<file path="src/rtl/svg_pkg.sv">
`timescale 1ns/1ps
package svg_pkg;
  localparam int PW = 16;
  localparam logic [6:0] GRP_MAGIC = 7'h7F;
  localparam logic [3:0] BASE_PARCELS = 4'd5;

  typedef enum logic [2:0] {K_HDR, K_VLB, K_PRED, K_REG, K_OP} kind_e;

  typedef struct packed {
    logic       hv;    // length parcel present
    logic [1:0] np;    // predicate parcels
    logic [1:0] nr;    // register parcels
    logic       full;  // wide tag entries
    logic [3:0] last;  // index of final parcel
  } grp_cfg_t;
endpackage

</file>
<file path="src/rtl/svg_hdr_decode.sv">
`timescale 1ns/1ps
module svg_hdr_decode
  import svg_pkg::*;
(
  input  logic [PW-1:0] hdr_i,
  output grp_cfg_t      cfg_o,
  output logic          bad_o
);
  logic [2:0] il;
  logic [3:0] total, need;

  assign il    = hdr_i[14:12];
  assign total = BASE_PARCELS + {1'b0, il};
  assign need  = 4'd1 + {3'd0, hdr_i[15]} + {2'd0, hdr_i[11:10]} + {2'd0, hdr_i[9:8]};

  assign cfg_o.hv   = hdr_i[15];
  assign cfg_o.np   = hdr_i[11:10];
  assign cfg_o.nr   = hdr_i[9:8];
  assign cfg_o.full = hdr_i[7];
  assign cfg_o.last = total - 4'd1;

  assign bad_o = (hdr_i[6:0] != GRP_MAGIC) || (il == 3'b111) || (need > total);
endmodule

</file>
<file path="src/rtl/svg_slot_map.sv">
`timescale 1ns/1ps
module svg_slot_map
  import svg_pkg::*;
(
  input  logic       busy_i,
  input  logic [3:0] idx_i,
  input  grp_cfg_t   cfg_i,
  output kind_e      kind_o,
  output logic [1:0] sub_o
);
  logic [3:0] vend, pend, rend;

  assign vend = {3'd0, cfg_i.hv};
  assign pend = vend + {2'd0, cfg_i.np};
  assign rend = pend + {2'd0, cfg_i.nr};

  always_comb begin
    kind_o = K_HDR;
    sub_o  = 2'd0;
    if (!busy_i) begin
      kind_o = K_HDR;
    end else if (idx_i <= vend) begin
      kind_o = K_VLB;
    end else if (idx_i <= pend) begin
      kind_o = K_PRED;
      sub_o  = idx_i[1:0] - vend[1:0] - 2'd1;
    end else if (idx_i <= rend) begin
      kind_o = K_REG;
      sub_o  = idx_i[1:0] - pend[1:0] - 2'd1;
    end else begin
      kind_o = K_OP;
    end
  end
endmodule

</file>
<file path="src/rtl/svg_tag_fmt.sv">
`timescale 1ns/1ps
module svg_tag_fmt
  import svg_pkg::*;
(
  input  logic          fire_i,
  input  logic          pred_i,
  input  logic          full_i,
  input  logic [1:0]    sub_i,
  input  logic [PW-1:0] data_i,
  output logic [1:0]    valid_o,
  output logic          is_pred_o,
  output logic          full_o,
  output logic [PW-1:0] data_o,
  output logic [2:0]    idx_o,
  output logic [9:0]    preg_o
);
  logic [4:0] ent;
  assign ent = {2'd0, sub_i, 1'b0};

  always_comb begin
    valid_o   = 2'b00;
    is_pred_o = 1'b0;
    full_o    = 1'b0;
    data_o    = '0;
    idx_o     = 3'd0;
    preg_o    = '0;
    if (fire_i) begin
      is_pred_o = pred_i;
      full_o    = full_i;
      data_o    = data_i;
      if (full_i) begin
        valid_o = 2'b01;
        idx_o   = {1'b0, sub_i};
      end else begin
        valid_o = {|data_i[15:8], |data_i[7:0]};
        idx_o   = {sub_i, 1'b0};
        if (pred_i) preg_o = {5'd10 + ent, 5'd9 + ent};
      end
    end
  end
endmodule

</file>
<file path="src/rtl/svg_vl_unit.sv">
`timescale 1ns/1ps
module svg_vl_unit #(
  parameter int XLEN   = 64,
  parameter int VL_MAX = 64,
  localparam int VLW   = $clog2(VL_MAX + 1)
) (
  input  logic            clk_i,
  input  logic            rst_ni,
  input  logic            fire_i,
  input  logic            mode_i,
  input  logic [1:0]      sub_i,
  input  logic [4:0]      dest_i,
  input  logic [5:0]      len_i,
  output logic [4:0]      raddr_o,
  input  logic [XLEN-1:0] rdata_i,
  output logic            we_o,
  output logic [4:0]      waddr_o,
  output logic [XLEN-1:0] wdata_o,
  output logic [VLW-1:0]  vl_o,
  output logic [VLW-1:0]  maxvl_o,
  output logic [2:0]      subvl_o
);
  logic [VLW-1:0]  vl_q, maxvl_q;
  logic [2:0]      subvl_q;
  logic [6:0]      imm6p, imm5p;
  logic [XLEN-1:0] cand, lim, nv;

  assign imm6p = {1'b0, len_i} + 7'd1;
  assign imm5p = {2'd0, len_i[5:1]} + 7'd1;

  always_comb begin
    if (mode_i)        cand = XLEN'(imm6p);
    else if (len_i[0]) cand = (rdata_i == '0) ? XLEN'(1) : rdata_i;
    else               cand = XLEN'(imm5p);
    lim = mode_i ? XLEN'(VL_MAX) : XLEN'(maxvl_q);
    nv  = (cand > lim) ? lim : cand;
  end

  assign raddr_o = (fire_i && !mode_i && len_i[0]) ? len_i[5:1] : 5'd0;
  assign we_o    = fire_i && (dest_i != 5'd0);
  assign waddr_o = we_o ? dest_i : 5'd0;
  assign wdata_o = we_o ? nv : '0;

  always_ff @(posedge clk_i or negedge rst_ni) begin
    if (!rst_ni) begin
      vl_q    <= VLW'(1);
      maxvl_q <= VLW'(1);
      subvl_q <= 3'd1;
    end else if (fire_i) begin
      subvl_q <= {1'b0, sub_i} + 3'd1;
      vl_q    <= nv[VLW-1:0];
      if (mode_i) maxvl_q <= nv[VLW-1:0];
    end
  end

  assign vl_o    = vl_q;
  assign maxvl_o = maxvl_q;
  assign subvl_o = subvl_q;

  p_vl_bound_r6: assert property (@(posedge clk_i) disable iff (!rst_ni)
    (vl_q != '0) && (vl_q <= maxvl_q));
  p_max_hold_r6: assert property (@(posedge clk_i) disable iff (!rst_ni)
    (fire_i && !mode_i) |=> $stable(maxvl_q));
  p_subvl_range_r9: assert property (@(posedge clk_i) disable iff (!rst_ni)
    (subvl_q >= 3'd1) && (subvl_q <= 3'd4));
  p_wr_new_vl_r10: assert property (@(posedge clk_i) disable iff (!rst_ni)
    we_o |=> (vl_q == $past(wdata_o[VLW-1:0])));
endmodule

</file>
<file path="src/rtl/svg_prefix_parser.sv">
`timescale 1ns/1ps
module svg_prefix_parser
  import svg_pkg::*;
#(
  parameter int XLEN   = 64,
  parameter int VL_MAX = 64,
  localparam int VLW   = $clog2(VL_MAX + 1)
) (
  input  logic            clk_i,
  input  logic            rst_ni,
  input  logic            in_valid_i,
  output logic            in_ready_o,
  input  logic [PW-1:0]   in_data_i,
  output logic            op_valid_o,
  input  logic            op_ready_i,
  output logic [PW-1:0]   op_data_o,
  output logic            grp_end_o,
  output logic            hdr_err_o,
  output logic [1:0]      tag_valid_o,
  output logic            tag_is_pred_o,
  output logic            tag_full_o,
  output logic [PW-1:0]   tag_data_o,
  output logic [2:0]      tag_idx_o,
  output logic [9:0]      tag_preg_o,
  output logic [4:0]      sreg_raddr_o,
  input  logic [XLEN-1:0] sreg_rdata_i,
  output logic            sreg_we_o,
  output logic [4:0]      sreg_waddr_o,
  output logic [XLEN-1:0] sreg_wdata_o,
  output logic [VLW-1:0]  vl_o,
  output logic [VLW-1:0]  maxvl_o,
  output logic [2:0]      subvl_o
);
  logic       busy_q;
  logic [3:0] idx_q;
  grp_cfg_t   cfg_q, cfg_d;
  logic       hdr_bad;
  kind_e      kind;
  logic [1:0] sub;
  logic       fire, is_last;

  svg_hdr_decode u_hdr (
    .hdr_i (in_data_i),
    .cfg_o (cfg_d),
    .bad_o (hdr_bad)
  );

  svg_slot_map u_map (
    .busy_i (busy_q),
    .idx_i  (idx_q),
    .cfg_i  (cfg_q),
    .kind_o (kind),
    .sub_o  (sub)
  );

  assign in_ready_o = (kind != K_OP) || op_ready_i;
  assign fire       = in_valid_i && in_ready_o;
  assign is_last    = busy_q && (idx_q == cfg_q.last);

  assign op_valid_o = in_valid_i && (kind == K_OP);
  assign op_data_o  = in_data_i;
  assign grp_end_o  = fire && is_last;
  assign hdr_err_o  = in_valid_i && (kind == K_HDR) && hdr_bad;

  always_ff @(posedge clk_i or negedge rst_ni) begin
    if (!rst_ni) begin
      busy_q <= 1'b0;
      idx_q  <= 4'd0;
      cfg_q  <= '0;
    end else if (fire) begin
      if (kind == K_HDR) begin
        if (!hdr_bad) begin
          busy_q <= 1'b1;
          idx_q  <= 4'd1;
          cfg_q  <= cfg_d;
        end
      end else if (is_last) begin
        busy_q <= 1'b0;
      end else begin
        idx_q <= idx_q + 4'd1;
      end
    end
  end

  svg_tag_fmt u_tag (
    .fire_i    (in_valid_i && ((kind == K_PRED) || (kind == K_REG))),
    .pred_i    (kind == K_PRED),
    .full_i    (cfg_q.full),
    .sub_i     (sub),
    .data_i    (in_data_i),
    .valid_o   (tag_valid_o),
    .is_pred_o (tag_is_pred_o),
    .full_o    (tag_full_o),
    .data_o    (tag_data_o),
    .idx_o     (tag_idx_o),
    .preg_o    (tag_preg_o)
  );

  svg_vl_unit #(.XLEN(XLEN), .VL_MAX(VL_MAX)) u_vl (
    .clk_i   (clk_i),
    .rst_ni  (rst_ni),
    .fire_i  (in_valid_i && (kind == K_VLB)),
    .mode_i  (in_data_i[15]),
    .sub_i   (in_data_i[14:13]),
    .dest_i  (in_data_i[12:8]),
    .len_i   (in_data_i[5:0]),
    .raddr_o (sreg_raddr_o),
    .rdata_i (sreg_rdata_i),
    .we_o    (sreg_we_o),
    .waddr_o (sreg_waddr_o),
    .wdata_o (sreg_wdata_o),
    .vl_o    (vl_o),
    .maxvl_o (maxvl_o),
    .subvl_o (subvl_o)
  );

  p_err_idle_r1: assert property (@(posedge clk_i) disable iff (!rst_ni)
    hdr_err_o |=> !busy_q);
  p_end_release_r2: assert property (@(posedge clk_i) disable iff (!rst_ni)
    grp_end_o |=> !busy_q);
  p_tag_in_group_r3: assert property (@(posedge clk_i) disable iff (!rst_ni)
    ((tag_valid_o != 2'b00) || op_valid_o) |-> busy_q);
  p_stall_hold_r11: assert property (@(posedge clk_i) disable iff (!rst_ni)
    (in_valid_i && !in_ready_o) |=> (busy_q && $stable(idx_q)));
endmodule

</file>
<file path="config.mk">
export PLATFORM = sky130hd
export DESIGN_NAME = svg_prefix_parser
export DESIGN_NICKNAME = d
export VERILOG_FILES = /design/src/rtl/svg_pkg.sv /design/src/rtl/svg_hdr_decode.sv /design/src/rtl/svg_slot_map.sv /design/src/rtl/svg_tag_fmt.sv /design/src/rtl/svg_vl_unit.sv /design/src/rtl/svg_prefix_parser.sv
export SDC_FILE = /design/constraint.sdc
export NUM_CORES = 1
export LEC_CHECK = 0
export CAP_MARGIN = 25
export CORE_MARGIN = 3
export CORE_UTILIZATION = 50
export DETAILED_ROUTE_END_ITERATION = 8
export DONT_BUFFER_PORTS = 1
export GPL_TIMING_DRIVEN = 1
export HOLD_SLACK_MARGIN = 0.15
export PLACE_DENSITY = 0.66
export SYNTH_ARGS = -nofsm -noshare
export SYNTH_HDL_FRONTEND = slang
export SYNTH_HIERARCHICAL = 1
export SYNTH_SLANG_ARGS = --single-unit
</file>
<file path="constraint.sdc">
create_clock -name clk_i -period 8.65 [get_ports clk_i]
set_clock_uncertainty 0.15 [all_clocks]
set_input_delay 1.2975 -clock clk_i [delete_from_list [all_inputs] [get_ports clk_i]]
set_output_delay 1.2975 -clock clk_i [all_outputs]
set_load 0.01 [all_outputs]
</file>
==> results.toml <==
[run_status]
status = "finished, final reports clean"

[worst_setup_path]
end_kind = "primary output"
rr_worst_depth = 14
crit_required_ns = 7.20
crit_fanout = 28
critPathLaunchType = "flip-flop"
ff2ff_setup_slack_ns = 4.19
crit_type = "reg2out"
r2r-end = "cfg_q[6]"
reg2reg_from = "cfg_q[9]"
arrival_ns = 4.36
crit_start = "cfg_q[9]"

[clocking]
clkTransAtPathRegs_ns = 0.08
cts_root_buf = "clkbuf_8"
postCtsResizedCells = 0
cts.sinks = 32
hold_buffers = 0
numCtsBuffers = 5
post-cts-setup-buffers = 0
tritoncts = "yes"
htree_levels = 2
clock_latency_ns = 0.29
cts_buffer_depth = 2

[logic_synthesis]
synth.top_cell.area_share = 0.185
syn_area_per_cell_sq_um = 8.36
synth_top_area_cell = "dfrtp_1"
syn_area_sq_um = 3930
netlist_instances = 470
yosys_warnings = 6
synth.most_common_cell = "buf_4"
ys_top_cells_by_area = "dfrtp_1 (18%), buf_4 (16%), ha_1 (11%)"
ys.flop_type = "dfrtp_1"
synth_common_cells = "buf_4 (83), ha_1 (36), dfrtp_1 (29)"
yosysSeqAreaShare = 0.205
synth_edf_count = 0
ys_async_sr_fraction = 1.00
ys_types = 69
synth-seq-cells = 32

[global_route]
grt_pass1_wl_um = 15300
grt_pass1_vias = 2900
track_usage = 0.218
grt_max_degree = 33
grt.overflow.total = 0
antenna_found_initial = 0

[floorplanning]
die_area_sq_um = 8960
pin_count = 229
fp.dieW_um = 94.6
core_area_sq_um = 7450
start_util = 0.528
rows = 31
chipHeight_um = 94.6

[sta]
final_hold_viol_count = 0
period_minus_slack_ns = 5.81
fin_hold_ws_ns = 0.350
worstMarginPinSlew_ns = 0.779
post-route-period-util = 0.671
setup_violations = 0
rsz0062_at_grt = "false"
fin_tns_setup_ns = 0
timing.fmax_mhz = 172
maxSlewHeadroom = 0.477
worst_slack_ns = 2.84
slew_viol_final = 0

[routing]
totalWireLength_um = 10000
drt-wirelength-per-cell_um = 18.5
drc = 0
final_antenna_net_count = 0
num_vias = 3140
detail_route.first_pass.iterations = 4
post_drt_via_cell_ratio = 5.80
initialDrtViolationCount = 101

[worst_hold_path]
min_path_cells = 1
min_to = "cfg_q[8]"
hp-start = "cfg_q[8]"
min_path_type = "reg2reg"

[place]
port_buffers = 0
placed_area_sq_um = 3610
dp_hpwl_um = 7830
pre_cts_ws_ns = 3.11
gp_congestion = 0.908

[pwr]
p_leak_nw = 1.73
peakVddDrop_mv = 0.151
powerDensity_nw_per_um2 = 337

[finish]
fin_util = 0.495
finish.instance_area_sq_um = 3690
final_nets = 563
area_growth_pct = -6.08
antenna_cells = 0
drive_above_1_share = 0.106

[flow_run]
cap_viol_max_count = 0
-- how the worst max path moves through the flow --
stage / to / slack, ns / depth (start not counted)
after global routing: tag_valid_o[1] / 2.42 / 12
after global placement: sreg_wdata_o[5] / 3.19 / 13
after detailed placement: tag_valid_o[1] / 3.11 / 12
after CTS: tag_valid_o[1] / 2.80 / 12
after floorplan: sreg_wdata_o[4] / 3.45 / 13
final: sreg_wdata_o[3] / 2.84 / 13
-- critical path, cell delays in order (launching register included) --
cell and delay [ns]:
dfrtp_1 0.42, ha_1 0.20, ha_1 0.31, inv_1 0.09, fa_1 0.42, xor2_1 0.16, ha_1 0.29, and4_1 0.15
a21oi_1 0.33, a21oi_1 0.28, nor4bb_4 0.33, buf_4 0.32, o21ai_1 0.33, nor3_1 0.43
-- final cells by class --
type / instances / area [sq um]
inverter: 23 / 88.8
clock buffer: 7 / 76.3
multi-input combinational: 377 / 2580
sequential: 32 / 805
clock inverter: 1 / 5.00
timing repair buffer: 2 / 15.0
tap: 99 / 124
fill: 707 / 3760
-- power breakdown --
part           total, W  internal [W]  switching (W)
logic          0.000804      0.000334       0.000470
clock network  0.000113     0.0000565      0.0000565
registers      0.000325      0.000229      0.0000965
-- sequential cells by signal (all words and copies together), names as in the netlist --
register and cells:
u_vl/subvl_o 3, cfg_q 10, busy_q 1, u_vl/maxvl_o 7, u_vl/vl_o 7, idx_q 4
-- routing by layer --
layer | global-route usage | routed length, um | vias up | part of all wire
met4 | 0.0505 | 110 | 0 | 0.011
met1 | 0.287 | 4300 | 1486 | 0.43
met5 | 0 | 0 | - | 0
met2 | 0.363 | 4730 | 177 | 0.47
met3 | 0.0470 | 869 | 8 | 0.087
li1 | - | - | 1469 | -
-- layout by cell type, fill, tap and decap left out, drive strengths merged, types with 4 or more instances in the layout --
cell type	instances
conb	59
ha	36
dfrtp	29
nand2	28
and2	27
inv	23
nor2	22
o21ai	22
a21oi	18
nor4	17
nor3	13
and3	12
nand3	12
mux2	12
xnor2	9
a211oi	8
a21o	8
clkbuf	7
nand2b	6
a31oi	6
nand4	6
xor2	5
nor2b	5
mux2i	5
o22ai	4
a211o	4
-- through the flow --
step           std cells  power [W]
5_1_grt              541    0.00138
4_1_cts              541    0.00125
3_5_place_dp         533    0.00114
2_1_floorplan        527   0.000984
6_report             541    0.00124
3_3_place_gp         533    0.00110
-- cells by family (layout without fill, tap and decap cells) --
kind of cell / count (synthesis) / count (layout) / synth area share
buf+inv: 118 / 33 / 0.198
mux: 17 / 17 / 0.0471
fa+ha+maj: 38 / 38 / 0.125
xor+xnor: 14 / 14 / 0.0312
other cells: 2 / 59 / 0.00191
compound gates: 82 / 82 / 0.140
simple gates: 167 / 167 / 0.253
flops: 32 / 32 / 0.205
Power figures use the tool's default switching activity.
